**src/rtl/snoop_coherence_responder.sv**
```systemverilog
module snoop_coherence_responder #(
  parameter int TAG_W = 11,
  parameter int IDX_W = 3
) (
  input  logic                   clk,
  input  logic                   rst_n,
  input  logic                   cpu_wr,
  input  logic [IDX_W-1:0]       cpu_idx,
  input  logic [TAG_W-1:0]       cpu_tag,
  input  logic [1:0]             cpu_st,
  output logic [TAG_W-1:0]       cpu_rd_tag,
  output logic [1:0]             cpu_rd_st,
  input  logic                   snp_valid,
  input  logic                   snp_write,
  input  logic [TAG_W+IDX_W-1:0] snp_line,
  output logic                   act_valid,
  output logic [1:0]             act_code,
  output logic                   supply_req,
  output logic [TAG_W+IDX_W-1:0] supply_addr,
  input  logic                   supply_ack,
  output logic                   bus_inhibit
);
  localparam int ENTRIES = 1 << IDX_W;
  localparam logic [1:0] ACT_NONE = 2'b00;
  localparam logic [1:0] ACT_IVN  = 2'b01;
  localparam logic [1:0] ACT_PRG  = 2'b10;

  logic [TAG_W-1:0] tag_q [ENTRIES];
  logic [1:0]       st_q  [ENTRIES];

  logic [IDX_W-1:0] s_idx;
  logic [TAG_W-1:0] s_tag;
  logic s_go, s_hit, do_ivn, do_purge, s_upd;

  assign s_idx    = snp_line[IDX_W-1:0];
  assign s_tag    = snp_line[TAG_W+IDX_W-1:IDX_W];
  assign s_go     = snp_valid && !supply_req;
  assign s_hit    = st_q[s_idx][0] && (tag_q[s_idx] == s_tag);
  assign do_ivn   = s_go && !snp_write && s_hit && st_q[s_idx][1];
  assign do_purge = s_go && snp_write && s_hit;
  assign s_upd    = do_ivn || do_purge;

  assign cpu_rd_tag  = tag_q[cpu_idx];
  assign cpu_rd_st   = st_q[cpu_idx];
  assign bus_inhibit = supply_req;

  always_ff @(posedge clk or negedge rst_n) begin
    if (!rst_n) begin
      for (int i = 0; i < ENTRIES; i++) begin
        tag_q[i] <= '0;
        st_q[i]  <= 2'b00;
      end
    end else begin
      if (cpu_wr && !(s_upd && cpu_idx == s_idx)) begin
        tag_q[cpu_idx] <= cpu_tag;
        st_q[cpu_idx]  <= cpu_st;
      end
      if (do_purge)    st_q[s_idx] <= 2'b00;
      else if (do_ivn) st_q[s_idx] <= 2'b01;
    end
  end

  always_ff @(posedge clk or negedge rst_n) begin
    if (!rst_n) begin
      act_valid   <= 1'b0;
      act_code    <= ACT_NONE;
      supply_req  <= 1'b0;
      supply_addr <= '0;
    end else begin
      act_valid <= s_go;
      act_code  <= do_ivn ? ACT_IVN : (do_purge ? ACT_PRG : ACT_NONE);
      if (do_ivn) begin
        supply_req  <= 1'b1;
        supply_addr <= snp_line;
      end else if (supply_ack) begin
        supply_req <= 1'b0;
      end
    end
  end

  assert_result_next_R2: assert property (@(posedge clk) disable iff (!rst_n)
    s_go |=> act_valid);
  assert_ivn_raises_R4: assert property (@(posedge clk) disable iff (!rst_n)
    act_valid && act_code == ACT_IVN |-> supply_req && bus_inhibit);
  assert_purge_no_wb_R6: assert property (@(posedge clk) disable iff (!rst_n)
    act_valid && act_code == ACT_PRG |-> !$rose(supply_req));
  assert_hold_R8: assert property (@(posedge clk) disable iff (!rst_n)
    supply_req && !supply_ack |=> supply_req && $stable(supply_addr));
  assert_release_R8: assert property (@(posedge clk) disable iff (!rst_n)
    supply_req && supply_ack |=> !supply_req);
  assert_ignored_R10: assert property (@(posedge clk) disable iff (!rst_n)
    snp_valid && supply_req |=> !act_valid);
  assert_legal_code_R2: assert property (@(posedge clk) disable iff (!rst_n)
    act_valid |-> act_code != 2'b11);
endmodule

```
**config.mk**
```make
export PLATFORM = sky130hd
export DESIGN_NAME = snoop_coherence_responder
export DESIGN_NICKNAME = d
export VERILOG_FILES = /design/src/rtl/snoop_coherence_responder.sv
export SDC_FILE = /design/constraint.sdc
export NUM_CORES = 1
export LEC_CHECK = 0
export ABC_AREA = 1
export BUFFER_PORTS_ARGS = -buffer_cell sky130_fd_sc_hd__buf_2
export CELL_PAD_IN_SITES_DETAIL_PLACEMENT = 2
export CELL_PAD_IN_SITES_GLOBAL_PLACEMENT = 2
export CORE_AREA = 4 4 159 161
export CTS_CLUSTER_DIAMETER = 50
export CTS_CLUSTER_SIZE = 12
export DETAILED_ROUTE_END_ITERATION = 8
export DIE_AREA = 0 0 163 165
export PLACE_DENSITY_LB_ADDON = 0.25
export SETUP_SLACK_MARGIN = 0.3
export SLEW_MARGIN = 20
export SYNTH_ARGS = -nofsm -noshare
export SYNTH_HDL_FRONTEND = slang
export SYNTH_SLANG_ARGS = --single-unit
```
**constraint.sdc**
```tcl
create_clock -name clk -period 3.9 [get_ports clk]
set_input_delay 0.195 -clock clk [delete_from_list [all_inputs] [get_ports clk]]
set_output_delay 0.195 -clock clk [all_outputs]
set_load 0.05 [all_outputs]
```
**Yosys cells after proc, flatten, opt, wreduce, memory -nomap -nowiden**

Cells that the tools add are included.

- Bits in registers: 122
- Bits in latches: 0
- RAM bits: 0
- Bits in read-only memories: 0
- Output and inout port bits: 32
- Logic and storage cells: 76
- Memories kept: 0

- Add/sub/neg operators: 0
- Multiply operators: 0
- Div/mod/pow operators: 0
- Magnitude comparators: 4
- Equal/unequal tests: 2
- Shift operators: 0
- Mux-type cells: 27
- Bitwise logic cells: 7
- Reduce and logical (&&, ||, !) cells: 16

Operators with widths:

| operator | number |
|---|---|
| bitwise mux 88 bit | 1 |
| binary-select mux 11 bit (select 3 bit) | 2 |
| two-way mux 11 bit | 5 |
| two-way mux 16 bit | 3 |
| demux 11 bit (select 3 bit) | 1 |
| bitwise AND 16 bit | 1 |
| bitwise mux 16 bit | 1 |
| two-way mux 2 bit | 8 |
| NOT 16 bit | 1 |
| binary-select mux 2 bit (select 3 bit) | 2 |
| demux 2 bit (select 3 bit) | 2 |
| == test 11 bit | 1 |
| logical AND 1 bit | 11 |
| bitwise AND 8 bit | 1 |
| greater-or-equal comparator 4 bit, second input constant | 2 |
| < comparator 4 x 1 -> 1 bit, second input constant | 2 |
| NOT 3 -> 4 bit | 2 |
| NOT 8 bit | 1 |
| bitwise OR 8 bit | 1 |
| == test 3 bit | 1 |
| zero test 1 bit | 3 |
| two-way mux 1 bit | 2 |
| nonzero test 2 bit | 1 |
| logical OR 1 bit | 1 |

**Longest topological paths before layout**

Gate-level depths: netlist of the first run.

- Word-level depth: 16
- Mapped depth: 20
- Gate-level depth less buffers: 16

**Worst setup path before layout of the first run**

No wires, ideal clock.

- Path kind: input-to-reg
- Start point: input snp_line[2]
- End point: register tag_q[87] (netlist name)
- Library setup time: 0.129 ns
- Data arrival time: 1.881 ns
- Data required time: 3.771 ns
- Setup slack: 1.891 ns
- Stages on the path: 16
- Buffers on the path: 4
- Path through: buf_4 inv_2 nor2_2 buf_6 nand3_1 nand2_1 o21ai_0 nand2_1 nor2_1 nand3_1 nor2_4 o211ai_4 buf_6 nand3_4 buf_4 o21ai_0

- Word-level cells in the longest chain between the ends: 12
- Elaborated cells on any way between the ends: 17
- Classes of those cells: 2 x eq/ne; 6 x mux; 1 x bitwise; 8 x reduce/logical

Ends and longest elaborated chain:

| item | line | RTL |
|---|---|---|
| from (decl) | 15 | `input logic [TAG_W+IDX_W-1:0] snp_line,` |
| NOT 3 -> 4 bit (not written as such) | 38, 39 |  |
| binary-select mux 11 bit (select 3 bit) | 38 | `assign s_hit = st_q[s_idx][0] && (tag_q[s_idx] == s_tag);` |
| two-way mux 11 bit (not written as such) (2 in a row) | 38 |  |
| == test 11 bit | 38 |  |
| logical AND 1 bit | 38 |  |
| logical AND 1 bit (2 in a row) | 39 | `assign do_ivn = s_go && !snp_write && s_hit && st_q[s_idx][1];` |
| logical OR 1 bit | 41 | `assign s_upd = do_ivn \|\| do_purge;` |
| logical AND 1 bit (*) | 54 | `if (cpu_wr && !(s_upd && cpu_idx == s_idx)) begin` |
| zero test 1 bit (*) | 54 |  |
| logical AND 1 bit (*) | 54 |  |
| to (signal, indexed assignment) | 55 | `tag_q[cpu_idx] <= cpu_tag;` |
| to (decl) | 28 | `logic [TAG_W-1:0] tag_q [ENTRIES];` |

Every way passes the cells marked *; elsewhere a longest branch is shown, timed or not. The select of a mux whose other input is x is not followed.
A chain may end at the register's enable or synchronous reset.

**Worst setup path after layout of the first run**

- Start point: input snp_line[1]
- End point: register st_q[4] (netlist name)

- Word-level cells in the longest chain between the ends: 16
- Elaborated cells on any way between the ends: 28
- Classes of those cells: 2 x order compare; 2 x eq/ne; 11 x mux; 4 x bitwise; 9 x reduce/logical

Ends and longest elaborated chain:

| item | line | RTL |
|---|---|---|
| NOT 3 -> 4 bit (not written as such) | n/a |  |
| binary-select mux 11 bit (select 3 bit) | 38 |  |
| two-way mux 11 bit (not written as such) (2 in a row) | 38 |  |
| == test 11 bit | 38 |  |
| logical AND 1 bit | 38 |  |
| logical AND 1 bit (2 in a row) | 39 |  |
| logical OR 1 bit | 41 |  |
| logical AND 1 bit | 54 |  |
| zero test 1 bit | 54 |  |
| logical AND 1 bit | 54 |  |
| two-way mux 16 bit | 54 |  |
| bitwise OR 8 bit (no source line) | n/a |  |
| two-way mux 16 bit | 59 | `else if (do_ivn) st_q[s_idx] <= 2'b01;` |
| two-way mux 16 bit (*) | 58 | `if (do_purge) st_q[s_idx] <= 2'b00;` |
| to (signal, indexed assignment) | 56 | `st_q[cpu_idx] <= cpu_st;` |
| to (decl) | 29 | `logic [1:0] st_q [ENTRIES];` |

Marks and branches as above.

==> results.toml, run 1 <==
[outcome]
status = "finished, final reports clean"

[clock_tree]
htree_levels = 4
cts_buffers = 17
insertion_delay_ns = 0.43
clk_path_buf_depth = 2
cts_tree = "built"
clk_pin_slew_worst_paths_ns = 0.06
cts_root_buffer = "clkbuf_16"
cts.sinks = 122

[yosys]
syn_area_per_cell_um2 = 7.14
synthCells = 984
yosys-top-cells-count = "nand2_1, inv_1, dfrtp_1, o21ai_0, nand3_1"
yosys_warnings = 0
syn-num-nets = 1020
ys_ff_latch = 122
synth.most_common_cell = "nand2_1"
syn_area_mm2 = 0.00703
synth_top_area_cell = "dfrtp_1"
synth_top_flop_cell = "dfrtp_1"
yosysSeqAreaShare_pct = 43.4
synth_edf_count = 0
synth_area_leaders = "dfrtp_1, nand2_1, o21ai_0"
yosysTopAreaCellShare_pct = 43.4
async_flop_share_pct = 100
synth_cell_type_count = 34

[routing]
wl_per_cell_um = 20.9
routed_wl_um = 28800
vias_per_cell = 5.10
drtIter0Drc = 373
first_pass_iters = 5
drcViolationCount = 0
antenna_left = 0
vias = 7034

[worst_setup_path]
cp_max_fo = 17
reg2reg_slack_ns = 1.23
cp-end-kind = "flip-flop"
criticalPathCategory = "in -> reg"
arrival_ns = 3.11
critPathRequiredTime_ns = 4.24
startpoint_type = "input pin"

[global_route]
grt_max_degree = 67
grt_pass1_wl_um = 44900
grt.total_usage_pct = 21.9
overflow = 0
antenna_found_initial = 0
grt_pass1_vias = 7455

[sta]
skew_ns = 0.00979
relSlewSlack_pct = 30.3
tightest_slew_ns = 1.04
finalSetupViolCount = 0
clock.fmax_mhz = 361
drv_slew = 0
fin_crit_sh_pct = 71.0
hold_viol_final = 0
final.min_clock_period_ns = 2.77
rsz0062_at_grt = "no"
setup_tns_ns = 0

[die]
start_util_pct = 29.3
die_h_um = 165
core_mm2 = 0.0240
dieArea_mm2 = 0.0269
num_rows = 57
io_pins = 68
die_w_um = 163

[place]
routabilityCongestion = 0.821
post-dp-hpwl_um = 20100
dp_cells = 1344
io_buffers = 67

[finish]
fin_cells = 1378
drive_above_1_share_pct = 13.2
antenna_cells = 0
area_growth_pct = 17.3
nets = 1077

[min_path]
min_path_type = "in -> reg"

[power]
p_per_area_mw_per_mm2 = 501
power_leakage_nw = 4.16
ir_drop_mv = 0.228

[run]
cap_violations = 0
-- timing repair --
action / 4_1_cts / 5_1_grt
buffers inserted: 0 / 0
resized for setup: 0 / 0
hold endpoints to repair: 57 / 0
hold buffers: 2 / 0
-- critical path, stage by stage --
cell,delay [ns]
buf_2,0.24
inv_2,0.17
nor2_2,0.49
nand3_1,0.14
nand2_1,0.19
nor2_1,0.06
nand2_1,0.06
nand2_1,0.07
nor2_1,0.14
nand3_1,0.14
nor2_4,0.16
o211ai_4,0.17
buf_4,0.28
nand2_2,0.30
nand2_1,0.11
a21oi_1,0.17
-- cell families after synthesis --
family	count (synthesis)	share of synthesized area [%]
AO/OA/AOI/OAI	208	16.9
XOR/XNOR	3	0.374
buffers and inverters	187	11.8
flip-flops	122	43.4
AND/OR/NAND/NOR	464	27.5
-- per-stage QoR --
step | setup WS [ns] | cell area (um2) | hold WS [ns] | util (%) | power (W)
after global placement | 0.811 | 7640 | 0.321 | 31.9 | 0.00252
final | 1.13 | 8240 | 0.0127 | 34.4 | 0.00413
after global routing | 0.826 | 8240 | 0.00509 | 34.4 | 0.00437
after CTS | 1.09 | 8240 | 0.00421 | 34.4 | 0.00417
after detailed placement | 0.734 | 7640 | 0.315 | 31.9 | 0.00256
after floorplan | 1.89 | 7030 | -0.101 | - | 0.00222
-- final timing paths --
path / start / to / cells past startpoint
max: snp_line[1] / st_q[4] / 16
min: snp_valid / act_valid / 3
max reg2reg: tag_q[35] / st_q[4] / 14
min reg2reg: supply_addr[3] / supply_addr[3] / 2
max in group asynchronous: rst_n / tag_q[62] / 3
min in group asynchronous: rst_n / st_q[0] / 2
-- cell usage in the layout, fill, tap and decap left out, types with 19 or more instances in the layout --
master / instances
a21oi_1: 23
nand3_1: 61
nor2_1: 40
o21ai_0: 104
nand2_1: 333
dfrtp_1: 122
o21ai_1: 30
buf_2: 66
inv_1: 131
buf_4: 19
-- state kept, by name, summed over array words and instances, names as in the netlist --
| signal | flops |
|---|---|
| act_valid | 1 |
| act_code | 2 |
| tag_q | 88 |
| bus_inhibit | 1 |
| supply_addr | 14 |
| st_q | 16 |
-- power breakdown --
group | total, W | switching [W] | leakage [nW] | internal [W]
logic | 0.000909 | 0.000634 | 2.33 | 0.000275
registers | 0.00164 | 0.000168 | 1.56 | 0.00147
clock network | 0.00158 | 0.000649 | 0.275 | 0.000932
total | 0.00413 | 0.00145 | 4.16 | 0.00268
-- cell type report --
cell class	instances	area, um2
fillers	2867	15700
multi-input cells	675	3170
flip-flops and latches	122	3050
inverters	137	517
repair buffers	88	513
clock buffers	20	467
well taps	324	405
clock inverters	12	114
-- routing by layer --
| layer | wire [um] | share of wire [%] | track usage, % |
|---|---|---|---|
| met2 | 13500 | 47 | 36.4 |
| met5 | 0 | 0 | 0 |
| met3 | 960 | 3.3 | 3.29 |
| met4 | 381 | 1.3 | 5.41 |
| met1 | 14000 | 49 | 30.2 |
Power figures use the tool's default switching activity.
==> inputs of run 2 (changes only) <==
==> constraint.sdc (replaced) <==
create_clock -name clk -period 2.7 [get_ports clk]
set_input_delay 0.135 -clock clk [delete_from_list [all_inputs] [get_ports clk]]
set_output_delay 0.135 -clock clk [all_outputs]
set_load 0.05 [all_outputs]
==> run 2 against run 1 <==
Effect of this change:
- die area is the same
- largest power group is now the clock network
- final cell count is 3.4% higher
- total power rose by 54%
- combinational power is 68% higher
- final area grew 11%
- sequential share of layout area decreased by 3.6 points
==> results.toml, run 2 (synthesized netlist as in run 1, its figures left out) <==
[finish]
drive_above_1_share_pct = 22.1
largest_reg_flops = 88
fin_cells = 1425
utilization_pct = 38.1
final_cell_mix = "nand2_1, inv_1, dfrtp_1"
nets = 1124
top_register = "tag_q"
top_regs = "tag_q (88), st_q (16), supply_addr (14)"
area_growth_pct = 29.9
antenna_cells = 0
final_common_cell = "nand2_1"

[global_route]
grt.total_usage_pct = 23.0
grt_pass1_wl_um = 47000
grt_pass1_vias = 7772
overflow = 0
grt_max_degree = 63
antenna_found_initial = 0

[power]
p_per_area_mw_per_mm2 = 695
power_leakage_nw = 4.56
ir_drop_mv = 0.403

[clock_tree]
clk_pin_slew_worst_paths_ns = 0.07
cts_root_buffer = "clkbuf_16"
cts.sinks = 122
clk_path_buf_depth = 2
cts_tree = "built"
htree_levels = 4
insertion_delay_ns = 0.44
cts_buffers = 17

[worst_setup_path]
cp_max_fo = 6
crit_path_start = "tag_q[80]"
r2r_start = "tag_q[80]"
critPathRequiredTime_ns = 3.05
cp-end-kind = "flip-flop"
arrival_ns = 2.73
startpoint_type = "flip-flop"
criticalPathCategory = "reg -> reg"

[routing]
vias_per_cell = 5.19
drcViolationCount = 0
wl_per_cell_um = 22.5
first_pass_iters = 4
top_layer_used = "met4"
wl_met3_um = 1300
wl_met1_um = 14800
drtIter0Drc = 497
met2_length_um = 15200
routed_wl_um = 32000
antenna_left = 0
vias = 7391

[sta]
tightest_slew_ns = 1.06
setup_ws_ns = 0.321
rsz0062_at_grt = "yes"
final.min_clock_period_ns = 2.38
hold_viol_final = 0
setup_tns_ns = 0
drv_slew = 0
relSlewSlack_pct = 29.7
finalSetupViolCount = 0
clock.fmax_mhz = 420
skew_ns = 0.00992
fin_crit_sh_pct = 88.1

[place]
routabilityCongestion = 0.837
post-dp-hpwl_um = 20900
dp_cells = 1367
io_buffers = 67
post-place-ws_ns = 0.0696

[run]
cap_violations = 0

[min_path]
min_path_type = "in -> reg"
hp-start = "snp_line[3]"

[die]
dieArea_mm2 = 0.0269
die_h_um = 165
start_util_pct = 29.3
num_rows = 57
die_w_um = 163
io_pins = 68
core_mm2 = 0.0240

[outcome]
status = "finished, final reports clean"
## run 2: cell types whose count changed in the layout (fill, tap and decap cells not counted), moves of 13 or more
cell / previous run / this run
buf_12: 1 / 14
nand2_2: 1 / 18
buf_4: 19 / 36
nand2_1: 333 / 305
a21oi_2: 0 / 16
a21oi_1: 23 / 7
## run 2: report_power, final
part           total (W)  internal (W)  switching, W
clock network    0.00243       0.00143      0.000996
logic            0.00153      0.000511       0.00101
registers        0.00239       0.00212      0.000274
total            0.00635       0.00406       0.00229
## run 2: layout make-up
cell class / count / area (um2)
Fill cell: 2789 / 14800
Sequential cell: 122 / 3050
Inverter: 137 / 517
Clock inverter: 13 / 154
Clock buffer: 19 / 453
Multi-Input combinational cell: 682 / 3520
Tap cell: 324 / 405
Timing Repair Buffer: 128 / 1030
## run 2: timing repair
| item | 4_1_cts | 5_1_grt |
|---|---|---|
| gates cloned | 2 | 6 |
| endpoints found under the hold margin | 37 | 0 |
| pin swaps | 1 | 21 |
| hold buffers | 7 | 0 |
| resized for setup | 5 | 87 |
| setup endpoints to repair | 35 | 104 |
| buffers inserted | 1 | 10 |
## run 2: worst paths after layout
kind	slack, ns	depth (start not counted)	endpoint
worst max-delay path	0.32	15	st_q[0]
worst min-delay path	0.01	3	supply_addr[3]
worst max register to register	0.32	15	st_q[0]
worst min register to register	0.49	2	tag_q[40]
max in group asynchronous	1.66	3	tag_q[67]
min in group asynchronous	0.20	2	st_q[8]
## run 2: critical path: stages, from the launching register on
cell	delay (ns)
dfrtp_1	0.39
inv_1	0.10
nand2_1	0.06
nand3_1	0.10
nand2_1	0.13
o21ai_2	0.20
nand2_1	0.07
nor2_1	0.10
nand3_1	0.12
nor2_4	0.22
o211ai_4	0.16
buf_6	0.17
nand2_8	0.08
buf_12	0.16
nand2_4	0.05
a21oi_2	0.16
## run 2: through the flow
stage	power, W	cell area [um2]	hold WS (ns)
6_report	0.00635	9130	0.0118
5_1_grt	0.00667	9130	0.0325
4_1_cts	0.00624	8690	0.00435
3_5_place_dp	0.00375	7970	0.132
3_3_place_gp	0.00370	7970	0.131
2_1_floorplan	0.00320	7030	-0.161
## run 2: metal layers
metal	GRT usage [%]	up-vias
met5	0	-
met4	6.75	0
met3	3.19	39
met2	38.2	200
met1	31.5	3753
li1	-	3399
==> inputs of run 3 (changes only) <==
--- a/config.mk
+++ b/config.mk
@@ -14,8 +14,9 @@
 export CTS_CLUSTER_SIZE = 12
 export DETAILED_ROUTE_END_ITERATION = 8
 export DIE_AREA = 0 0 163 165
-export PLACE_DENSITY_LB_ADDON = 0.25
+export PLACE_DENSITY = 0.78
 export SETUP_SLACK_MARGIN = 0.3
+export SKIP_LAST_GASP = 1
 export SLEW_MARGIN = 20
 export SYNTH_ARGS = -nofsm -noshare
 export SYNTH_HDL_FRONTEND = slang
==> run 3 against run 2 <==
Effect of this change:
- critical path depth down 1
- critical path type unchanged
- utilization up 1.0 points
- final cell count increased by 1.5%
==> results.toml, run 3 (synthesized netlist as in run 1, its figures left out) <==
[outcome]
status = "finished, final reports clean"

[power]
power_leakage_nw = 4.60
comb_power_share_pct = 25.7
pwr-share-clk_pct = 37.8
switching_share_pct = 35.1
p_sw_w = 0.00230
p_per_area_mw_per_mm2 = 700
ir_drop_mv = 0.434
p_seq_share_pct = 36.5
p_int_w = 0.00426
power_w = 0.00656

[global_route]
use_met3_pct = 3.54
grt_max_degree = 66
grt.total_usage_pct = 22.8
grt.busiest_layer = "met2"
use_met2_pct = 37.8
overflow = 0
grt_pass1_vias = 7927
grt_pass1_wl_um = 47100
antenna_found_initial = 0
grt_use_met1_pct = 30.5

[min_path]
min_path_type = "in -> reg"

[finish]
fin_cells = 1446
final_cell_mix = "nand2_1, inv_1, dfrtp_1"
utilization_pct = 39.1
nets = 1145
drive_above_1_share_pct = 24.7
largest_reg_flops = 88
area_growth_pct = 33.3
final_common_cell = "nand2_1"
top_register = "tag_q"
antenna_cells = 0
top_regs = "tag_q (88), st_q (16), supply_addr (14)"

[die]
start_util_pct = 29.3
die_w_um = 163
core_mm2 = 0.0240
io_pins = 68
die_h_um = 165
dieArea_mm2 = 0.0269
num_rows = 57

[clock_tree]
cts_buffers = 17
htree_levels = 4
clk_pin_slew_worst_paths_ns = 0.06
clk_path_buf_depth = 2
cts.sinks = 122
cts_tree = "built"
cts_root_buffer = "clkbuf_16"
insertion_delay_ns = 0.43

[worst_setup_path]
critPathRequiredTime_ns = 3.03
criticalPathCategory = "reg -> reg"
cp-end-kind = "flip-flop"
cp_max_fo = 22
startpoint_type = "flip-flop"
arrival_ns = 2.86

[sta]
hold_viol_final = 0
fin_crit_sh_pct = 93.6
drv_slew = 0
clock.fmax_mhz = 396
final.min_clock_period_ns = 2.53
finalSetupViolCount = 0
tightest_slew_ns = 1.26
skew_ns = 0.00773
setup_tns_ns = 0
relSlewSlack_pct = 16.1
rsz0062_at_grt = "yes"
holdWs_ns = 0.0293

[place]
post-dp-hpwl_um = 20500
dp_cells = 1366
io_buffers = 67
routabilityCongestion = 0.832

[routing]
drcViolationCount = 0
antenna_left = 0
routed_wl_um = 35200
drtIter0Drc = 704
vias = 7849
wl_per_cell_um = 24.4
first_pass_iters = 5
vias_per_cell = 5.43

[run]
cap_violations = 0
-- run 3: metal layers --
| metal | routed length (um) | vias to the layer above |
|---|---|---|
| li1 | - | 3454 |
| met1 | 14900 | 3985 |
| met2 | 16900 | 326 |
| met3 | 2050 | 84 |
| met4 | 1430 | 0 |
| met5 | 0 | - |
-- run 3: timing repair --
action / CTS / global route
buffers inserted: 1 / 28
pin swaps: 2 / 38
gates resized for setup: 5 / 110
cloned: 2 / 11
endpoints found under the setup margin: 100 / 104
hold endpoints to repair: 30 / 0
hold buffers: 6 / 0
-- run 3: cell type report --
class | count | area, um2
fillers | 2759 | 14600
multi-input cells | 685 | 3600
flip-flops and latches | 122 | 3060
repair buffers | 146 | 1160
inverters | 137 | 517
clock buffers | 23 | 498
well taps | 324 | 405
clock inverters | 9 | 136
-- run 3: worst max-delay path, stage by stage, from the launching register on --
cell	delay (ns)
dfrtp_1	0.42
inv_1	0.11
nand2_1	0.10
nand3_1	0.13
nand2_2	0.10
o21ai_4	0.19
nand2_2	0.07
nor2_1	0.10
nand3_1	0.14
nor2_4	0.24
o211ai_4	0.23
nand3_2	0.16
buf_12	0.20
nand2_1	0.10
o21ai_0	0.11
-- run 3: power by group through the flow --
stage | Combinational (W) | Clock (W) | Sequential (W)
after global placement | 0.00129 | 0 | 0.00238
after detailed placement | 0.00135 | 0 | 0.00239
after CTS | 0.00140 | 0.00251 | 0.00237
after global routing | 0.00184 | 0.00261 | 0.00243
final | 0.00169 | 0.00248 | 0.00240
after floorplan | 0.000895 | 0 | 0.00231
-- run 3: final timing paths --
check | cells past startpoint | start | slack [ns] | to
setup / recovery | 14 | tag_q[7] | 0.17 | tag_q[50]
hold / removal | 3 | snp_line[3] | 0.03 | supply_addr[3]
setup reg to reg | 14 | tag_q[7] | 0.17 | tag_q[50]
hold reg to reg | 2 | supply_addr[2] | 0.48 | supply_addr[2]
max in group asynchronous | 3 | rst_n | 1.71 | st_q[2]
min in group asynchronous | 2 | rst_n | 0.17 | tag_q[86]
-- run 3: through the flow --
stage                     setup slack, ns  instance area (um2)
final                               0.172                 9370
after global routing               0.0734                 9370
after CTS                           0.249                 8700
after detailed placement            0.120                 7950
after global placement              0.218                 7950
after floorplan                     0.751                 7030
